## src/rtl/sdram_trk_pkg.sv

```systemverilog
package sdram_trk_pkg;

  typedef enum logic [1:0] {
    BK_IDLE = 2'd0,
    BK_OPEN = 2'd1,
    BK_RD   = 2'd2,
    BK_WR   = 2'd3
  } bank_st_e;

  localparam int CMD_W   = 11;
  localparam int C_DESEL = 0;
  localparam int C_NOP   = 1;
  localparam int C_ACT   = 2;
  localparam int C_RD    = 3;
  localparam int C_WR    = 4;
  localparam int C_PRE   = 5;
  localparam int C_REF   = 6;
  localparam int C_SREF  = 7;
  localparam int C_MRS   = 8;
  localparam int C_BST   = 9;
  localparam int C_PDN   = 10;

  typedef logic [CMD_W-1:0] cmd_vec_t;

endpackage

```

## src/rtl/sdram_cmd_decode.sv

```systemverilog
module sdram_cmd_decode
  import sdram_trk_pkg::*;
(
  input  logic     cs_n,
  input  logic     ras_n,
  input  logic     cas_n,
  input  logic     we_n,
  input  logic     cke,
  input  logic     cke_prev,
  output cmd_vec_t cmd
);

  always_comb begin
    cmd = '0;
    if (!cke_prev) begin
      cmd[C_NOP] = 1'b1;                 // suspended edge
    end else if (cs_n) begin
      if (cke) cmd[C_DESEL] = 1'b1;
      else     cmd[C_PDN]   = 1'b1;
    end else begin
      case ({ras_n, cas_n, we_n})
        3'b011: cmd[C_ACT] = 1'b1;
        3'b101: cmd[C_RD]  = 1'b1;
        3'b100: cmd[C_WR]  = 1'b1;
        3'b010: cmd[C_PRE] = 1'b1;
        3'b001: begin
          if (cke) cmd[C_REF]  = 1'b1;
          else     cmd[C_SREF] = 1'b1;
        end
        3'b000: cmd[C_MRS] = 1'b1;
        3'b110: cmd[C_BST] = 1'b1;
        3'b111: begin
          if (cke) cmd[C_NOP] = 1'b1;
          else     cmd[C_PDN] = 1'b1;
        end
      endcase
    end
  end

endmodule

```

## src/rtl/sdram_bank_fsm.sv

```systemverilog
module sdram_bank_fsm
  import sdram_trk_pkg::*;
#(
  parameter int BURST_LEN = 4,
  localparam int CNT_W = (BURST_LEN > 1) ? $clog2(BURST_LEN) : 1
) (
  input  logic     clk,
  input  logic     rst_n,
  input  logic     run,      // clock not suspended this edge
  input  logic     sel,      // bank address names this bank
  input  logic     a10,
  input  logic     do_act,   // legal commands only
  input  logic     do_pre,
  input  logic     do_rd,
  input  logic     do_wr,
  input  logic     do_bst,
  output bank_st_e state
);

  localparam logic [CNT_W-1:0] CNT_LOAD = CNT_W'(BURST_LEN - 1);

  bank_st_e         state_q, state_d;
  logic [CNT_W-1:0] cnt_q, cnt_d;
  logic             ap_q, ap_d;
  logic             bursting;
  bank_st_e         burst_end;

  assign bursting  = (state_q == BK_RD) || (state_q == BK_WR);
  assign burst_end = ap_q ? BK_IDLE : BK_OPEN;

  always_comb begin
    state_d = state_q;
    cnt_d   = cnt_q;
    ap_d    = ap_q;
    if (bursting) begin
      if (cnt_q == '0) state_d = burst_end;
      else             cnt_d   = cnt_q - 1'b1;
    end
    if (do_act && sel) state_d = BK_OPEN;
    if (do_pre && (sel || a10)) begin
      state_d = BK_IDLE;
      ap_d    = 1'b0;
    end
    if (do_rd || do_wr) begin
      if (sel) begin
        state_d = do_rd ? BK_RD : BK_WR;
        cnt_d   = CNT_LOAD;
        ap_d    = a10;
      end else if (bursting) begin
        state_d = burst_end;
      end
    end
    if (do_bst && bursting) state_d = burst_end;
  end

  always_ff @(posedge clk or negedge rst_n) begin
    if (!rst_n) begin
      state_q <= BK_IDLE;
      cnt_q   <= '0;
      ap_q    <= 1'b0;
    end else if (run) begin
      state_q <= state_d;
      cnt_q   <= cnt_d;
      ap_q    <= ap_d;
    end
  end

  assign state = state_q;

  // an idle bank never jumps straight into a burst
  p_no_burst_from_idle_r5: assert property (@(posedge clk) disable iff (!rst_n)
    (state_q == BK_IDLE) |=> !((state_q == BK_RD) || (state_q == BK_WR)));

  // a suspended edge leaves the bank untouched
  p_suspend_hold_r11: assert property (@(posedge clk) disable iff (!rst_n)
    !run |=> ($stable(state_q) && $stable(cnt_q)));

endmodule

```

## src/rtl/sdram_cmd_tracker.sv

```systemverilog
module sdram_cmd_tracker
  import sdram_trk_pkg::*;
#(
  parameter int NUM_BANKS = 4,
  parameter int BURST_LEN = 4,
  localparam int BA_W = (NUM_BANKS > 1) ? $clog2(NUM_BANKS) : 1
) (
  input  logic                   clk,
  input  logic                   rst_n,
  input  logic                   cs_n,
  input  logic                   ras_n,
  input  logic                   cas_n,
  input  logic                   we_n,
  input  logic                   cke,
  input  logic [BA_W-1:0]        ba,
  input  logic                   a10,
  output logic [CMD_W-1:0]       cmd_oh,
  output logic [2*NUM_BANKS-1:0] bank_state,
  output logic                   illegal,
  output logic                   all_idle
);

  logic     cke_prev_q;
  cmd_vec_t dec_cmd, cmd_q;
  logic     illegal_q, legal;
  bank_st_e st [NUM_BANKS];
  bank_st_e sel_st;
  logic     idle_all_w;

  sdram_cmd_decode u_dec (
    .cs_n     (cs_n),
    .ras_n    (ras_n),
    .cas_n    (cas_n),
    .we_n     (we_n),
    .cke      (cke),
    .cke_prev (cke_prev_q),
    .cmd      (dec_cmd)
  );

  always_comb begin
    idle_all_w = 1'b1;
    for (int i = 0; i < NUM_BANKS; i++)
      if (st[i] != BK_IDLE) idle_all_w = 1'b0;
  end

  assign sel_st = st[ba];

  always_comb begin
    legal = 1'b1;
    if (dec_cmd[C_ACT])
      legal = (sel_st == BK_IDLE);
    if (dec_cmd[C_RD] || dec_cmd[C_WR] || dec_cmd[C_BST])
      legal = (sel_st != BK_IDLE);
    if (dec_cmd[C_REF] || dec_cmd[C_SREF] || dec_cmd[C_MRS] || dec_cmd[C_PDN])
      legal = idle_all_w;
  end

  for (genvar g = 0; g < NUM_BANKS; g++) begin : g_bank
    sdram_bank_fsm #(.BURST_LEN(BURST_LEN)) u_bank (
      .clk    (clk),
      .rst_n  (rst_n),
      .run    (cke_prev_q),
      .sel    (ba == BA_W'(g)),
      .a10    (a10),
      .do_act (legal && dec_cmd[C_ACT]),
      .do_pre (legal && dec_cmd[C_PRE]),
      .do_rd  (legal && dec_cmd[C_RD]),
      .do_wr  (legal && dec_cmd[C_WR]),
      .do_bst (legal && dec_cmd[C_BST]),
      .state  (st[g])
    );
    assign bank_state[2*g +: 2] = st[g];
  end

  always_ff @(posedge clk or negedge rst_n) begin
    if (!rst_n) begin
      cke_prev_q <= 1'b1;
      cmd_q      <= cmd_vec_t'(1 << C_NOP);
      illegal_q  <= 1'b0;
    end else begin
      cke_prev_q <= cke;
      cmd_q      <= dec_cmd;
      illegal_q  <= !legal;
    end
  end

  assign cmd_oh   = cmd_q;
  assign illegal  = illegal_q;
  assign all_idle = idle_all_w;

  // exactly one command per edge
  p_cmd_onehot_r2: assert property (@(posedge clk) disable iff (!rst_n)
    $countones(cmd_q) == 1);

  // precharge-all on a running edge leaves every bank closed
  p_pre_all_r7: assert property (@(posedge clk) disable iff (!rst_n)
    (cke_prev_q && dec_cmd[C_PRE] && a10) |=> all_idle);

  // accepted refresh, mode set or power-down only from all-idle
  p_idle_only_r8: assert property (@(posedge clk) disable iff (!rst_n)
    ((cmd_q[C_REF] || cmd_q[C_SREF] || cmd_q[C_MRS] || cmd_q[C_PDN]) && !illegal_q)
      |-> $past(all_idle));

endmodule

```

## config.mk

```make
export PLATFORM = sky130hd
export DESIGN_NAME = sdram_cmd_tracker
export DESIGN_NICKNAME = d
export VERILOG_FILES = /design/src/rtl/sdram_trk_pkg.sv /design/src/rtl/sdram_cmd_decode.sv /design/src/rtl/sdram_bank_fsm.sv /design/src/rtl/sdram_cmd_tracker.sv
export SDC_FILE = /design/constraint.sdc
export NUM_CORES = 1
export LEC_CHECK = 0
export ABC_AREA = 1
export CAP_MARGIN = 20
export CORE_MARGIN = 1.5
export CORE_UTILIZATION = 52
export CTS_BUF_LIST = sky130_fd_sc_hd__clkbuf_4
export DETAILED_ROUTE_END_ITERATION = 10
export PLACE_DENSITY_LB_ADDON = 0.05
export REMOVE_ABC_BUFFERS = 1
export SYNTH_ARGS = -nofsm -noshare
export SYNTH_HDL_FRONTEND = slang
export SYNTH_SLANG_ARGS = --single-unit
```

## constraint.sdc

```tcl
create_clock -name clk -period 2 [get_ports clk]
set_input_delay 0.2 -clock clk [delete_from_list [all_inputs] [get_ports clk]]
set_output_delay 0.2 -clock clk [all_outputs]
set_load 0.1 [all_outputs]
```

==> flow_summary.json <==
{
  "status": "finished, final reports clean",
  "r2r-end": "g_bank[3].u_bank.state[0]",
  "final_cell_mix": "76 x nand2_1, 61 x buf_4, 46 x inv_1",
  "first_iter_violations": 95,
  "peakVddDrop_mv": 0.997,
  "cp.depth": 15,
  "clock_latency_ns": 0.34,
  "finalSetupViolCount": 0,
  "synthesis.instances": 285,
  "synth_area_sq_um": 2070,
  "fin_setup_tns_ns": 0,
  "yosys_warnings": 0,
  "layout_commonest_cell": "nand2_1",
  "ys_seq_area_frac": 0.399,
  "stdcell_count": 402,
  "grt_pass1_wl_mm": 8.36,
  "rrSetupSlack_ns": 0.09,
  "chipHeight_microns": 66.2,
  "die_x_microns": 66.2,
  "switching_power_uw": 1360,
  "syn2layout_area_growth_pct": 30.2,
  "nets": 363,
  "rows": 22,
  "max_slew.worst_pin.slew_ns": 0.406,
  "antenna_found_initial": 0,
  "clkTransAtPathRegs_ns": 0.10,
  "power_density_nw_per_um2": 1020,
  "cap_violations": 0,
  "root_buffer": "clkbuf_4",
  "clock-sinks": 33,
  "yosysUniqueCellTypes": 32,
  "hpwl_mm": 3.64,
  "initial_core_util": 0.554,
  "core_area_sq_um": 3740,
  "wl_per_cell_microns": 12.0,
  "r2r-start": "cke_prev_q",
  "cp_top_family": "simple AND/OR/NAND/NOR gates",
  "yosysTopAreaCellShare": 0.374,
  "power.total_uw": 2760,
  "place.gp.congestion": 0.874,
  "hold_viol": 0,
  "fin_crit_sh": 0.953,
  "cp_common_cell": "nand2_1",
  "place_inst": 393,
  "critPathCaptureType": "flop",
  "antenna_left": 0,
  "clock_path_buffers": 2,
  "static-leakage-power_uw": 0.00148,
  "cts_buffers": 5,
  "p_int_uw": 1400,
  "criticalPathCategory": "reg -> reg",
  "grt_use_met3": 0.0392,
  "overflow": 0,
  "drc": 0,
  "pin_count": 31,
  "grt_use_total": 0.249,
  "drv_slew": 0,
  "comb_power_share": 0.525,
  "worstPathArrival_ns": 2.19,
  "grt_pass1_vias": 1968,
  "ctsHtreeMaxLevel": 2,
  "yosysTopAreaCell": "dfrtp_1",
  "num_vias": 2035,
  "worst-path-buf-inv": 3,
  "power_frac_clock": 0.134,
  "rsz0062_at_grt": "true",
  "antennaDiodeCount": 0,
  "critPathLaunchType": "flop",
  "reg2reg_depth": 15,
  "cp_cell_sequence": "inv_6 > nor2_8 > nand2_2 > nor2_2 > nand3_2 > nand3_4 > nor2_4 > buf_4 > nand2_4 > nand2_1 > inv_2 > nand2_1 > nand2_1 > nand2_1 > nand2_1",
  "hold_class": "in -> async",
  "grt_max_degree": 34,
  "grtUsageMet1": 0.330,
  "slowest_delay_ns": 0.58,
  "port_buffers": 30,
  "fin_crit_ns": 1.91,
  "p_seq_frac": 0.341,
  "dr.pass1.iters": 4,
  "synth-seq-cells": 33,
  "cpMaxStageDelayCell": "dfstp_2",
  "tritoncts": "done",
  "fin_util": 0.722,
  "crit_fanout": 8,
  "use_met2": 0.410,
  "routed_wirelength_mm": 4.82,
  "clock_skew_ns": 0.00696,
  "switching_share": 0.492,
  "syn_avg_cell_area_sq_um": 7.28,
  "synthTopCellsByArea": "dfrtp_1 37%, nand2_1 14%, inv_1 8.3%",
  "slew_headroom": 0.729,
  "drive_above_1_share": 0.271,
  "critPathRequiredTime_ns": 2.28,
  "grt.busiest_layer": "met2",
  "fmax_mhz": 525,
  "vias_per_cell": 5.06,
  "die_area_sq_um": 4380
}
==> through the flow <==
stage	area, sq um	setup WS [ns]	hold slack [ns]
2_1_floorplan	1990	-0.456	-0.0956
3_3_place_gp	2610	-0.107	0.490
3_5_place_dp	2610	-0.170	0.490
4_1_cts	2670	0.0935	0.267
5_1_grt	2700	-0.0577	0.281
6_report	2700	0.0945	0.251
==> routing by layer <==
layer | routed length [microns] | up-vias
li1 | - | 1038
met1 | 2210 | 942
met2 | 2340 | 48
met3 | 223 | 7
met4 | 48 | 0
met5 | 0 | -
==> registers in the layout, summed over array words and instances (netlist names) <==
name / cells
illegal: 1
g_bank.u_bank.state: 8
g_bank.u_bank.ap_q: 4
g_bank.u_bank.cnt_q: 8
cke_prev_q: 1
cmd_oh: 11
==> worst register-to-register path, delay by kind of cell (launching register included) <==
kind | cells | cell delay, ns
buffers and inverters | 3 | 0.27
DFF | 1 | 0.58
and+or+nand+nor | 12 | 1.00
==> logic make-up (layout without fill, tap and decap cells) <==
group,count (synthesis),in the layout,share of synthesized area
DFF,33,33,0.399
AOI/OAI and AO/OA,46,46,0.129
buffers and inverters,59,128,0.130
and+or+nand+nor,147,147,0.342
==> power groups by stage <==
stage | registers [uW] | clock network, uW | logic [uW]
final | 941 | 370 | 1450
after global routing | 958 | 407 | 1580
after CTS | 940 | 377 | 1440
after detailed placement | 951 | 0 | 1440
after global placement | 948 | 0 | 1420
after floorplan | 1400 | 0 | 575
==> final cells by class <==
cell class / count / area (sq um)
Fill cell: 335 / 1040
Multi-Input combinational cell: 193 / 1000
Sequential cell: 33 / 828
Timing Repair Buffer: 71 / 568
Inverter: 49 / 189
Tap cell: 48 / 60.1
Clock buffer: 6 / 45.0
Clock inverter: 2 / 10.0
==> worst max path at each step <==
stage                         startpoint                         to
2_1_floorplan  g_bank[2].u_bank.state[1]  g_bank[1].u_bank.state[0]
3_3_place_gp                       ba[1]  g_bank[3].u_bank.state[0]
3_5_place_dp                       ba[1]  g_bank[1].u_bank.state[0]
4_1_cts                       cke_prev_q  g_bank[0].u_bank.state[0]
5_1_grt                       cke_prev_q  g_bank[0].u_bank.state[1]
6_report                      cke_prev_q  g_bank[3].u_bank.state[0]
==> cell usage after synthesis, drive strengths merged <==
cell	instances
a22oi	2
nor3	4
a21oi	4
a32oi	1
clkbuf	3
o21ai	26
nand4	4
dfstp	2
a31oi	3
o21bai	4
nand3	24
nor2	30
inv	49
dfrtp	31
o221ai	2
nand2	84
o31ai	2
o22ai	2
nand3b	1
buf	7
==> timing repair <==
action	CTS	global route
endpoints found under the setup margin	0	5
resized for setup	0	11
hold buffers	0	0
buffers inserted	0	1
Note: power is estimated with default switching activity, not from simulation.
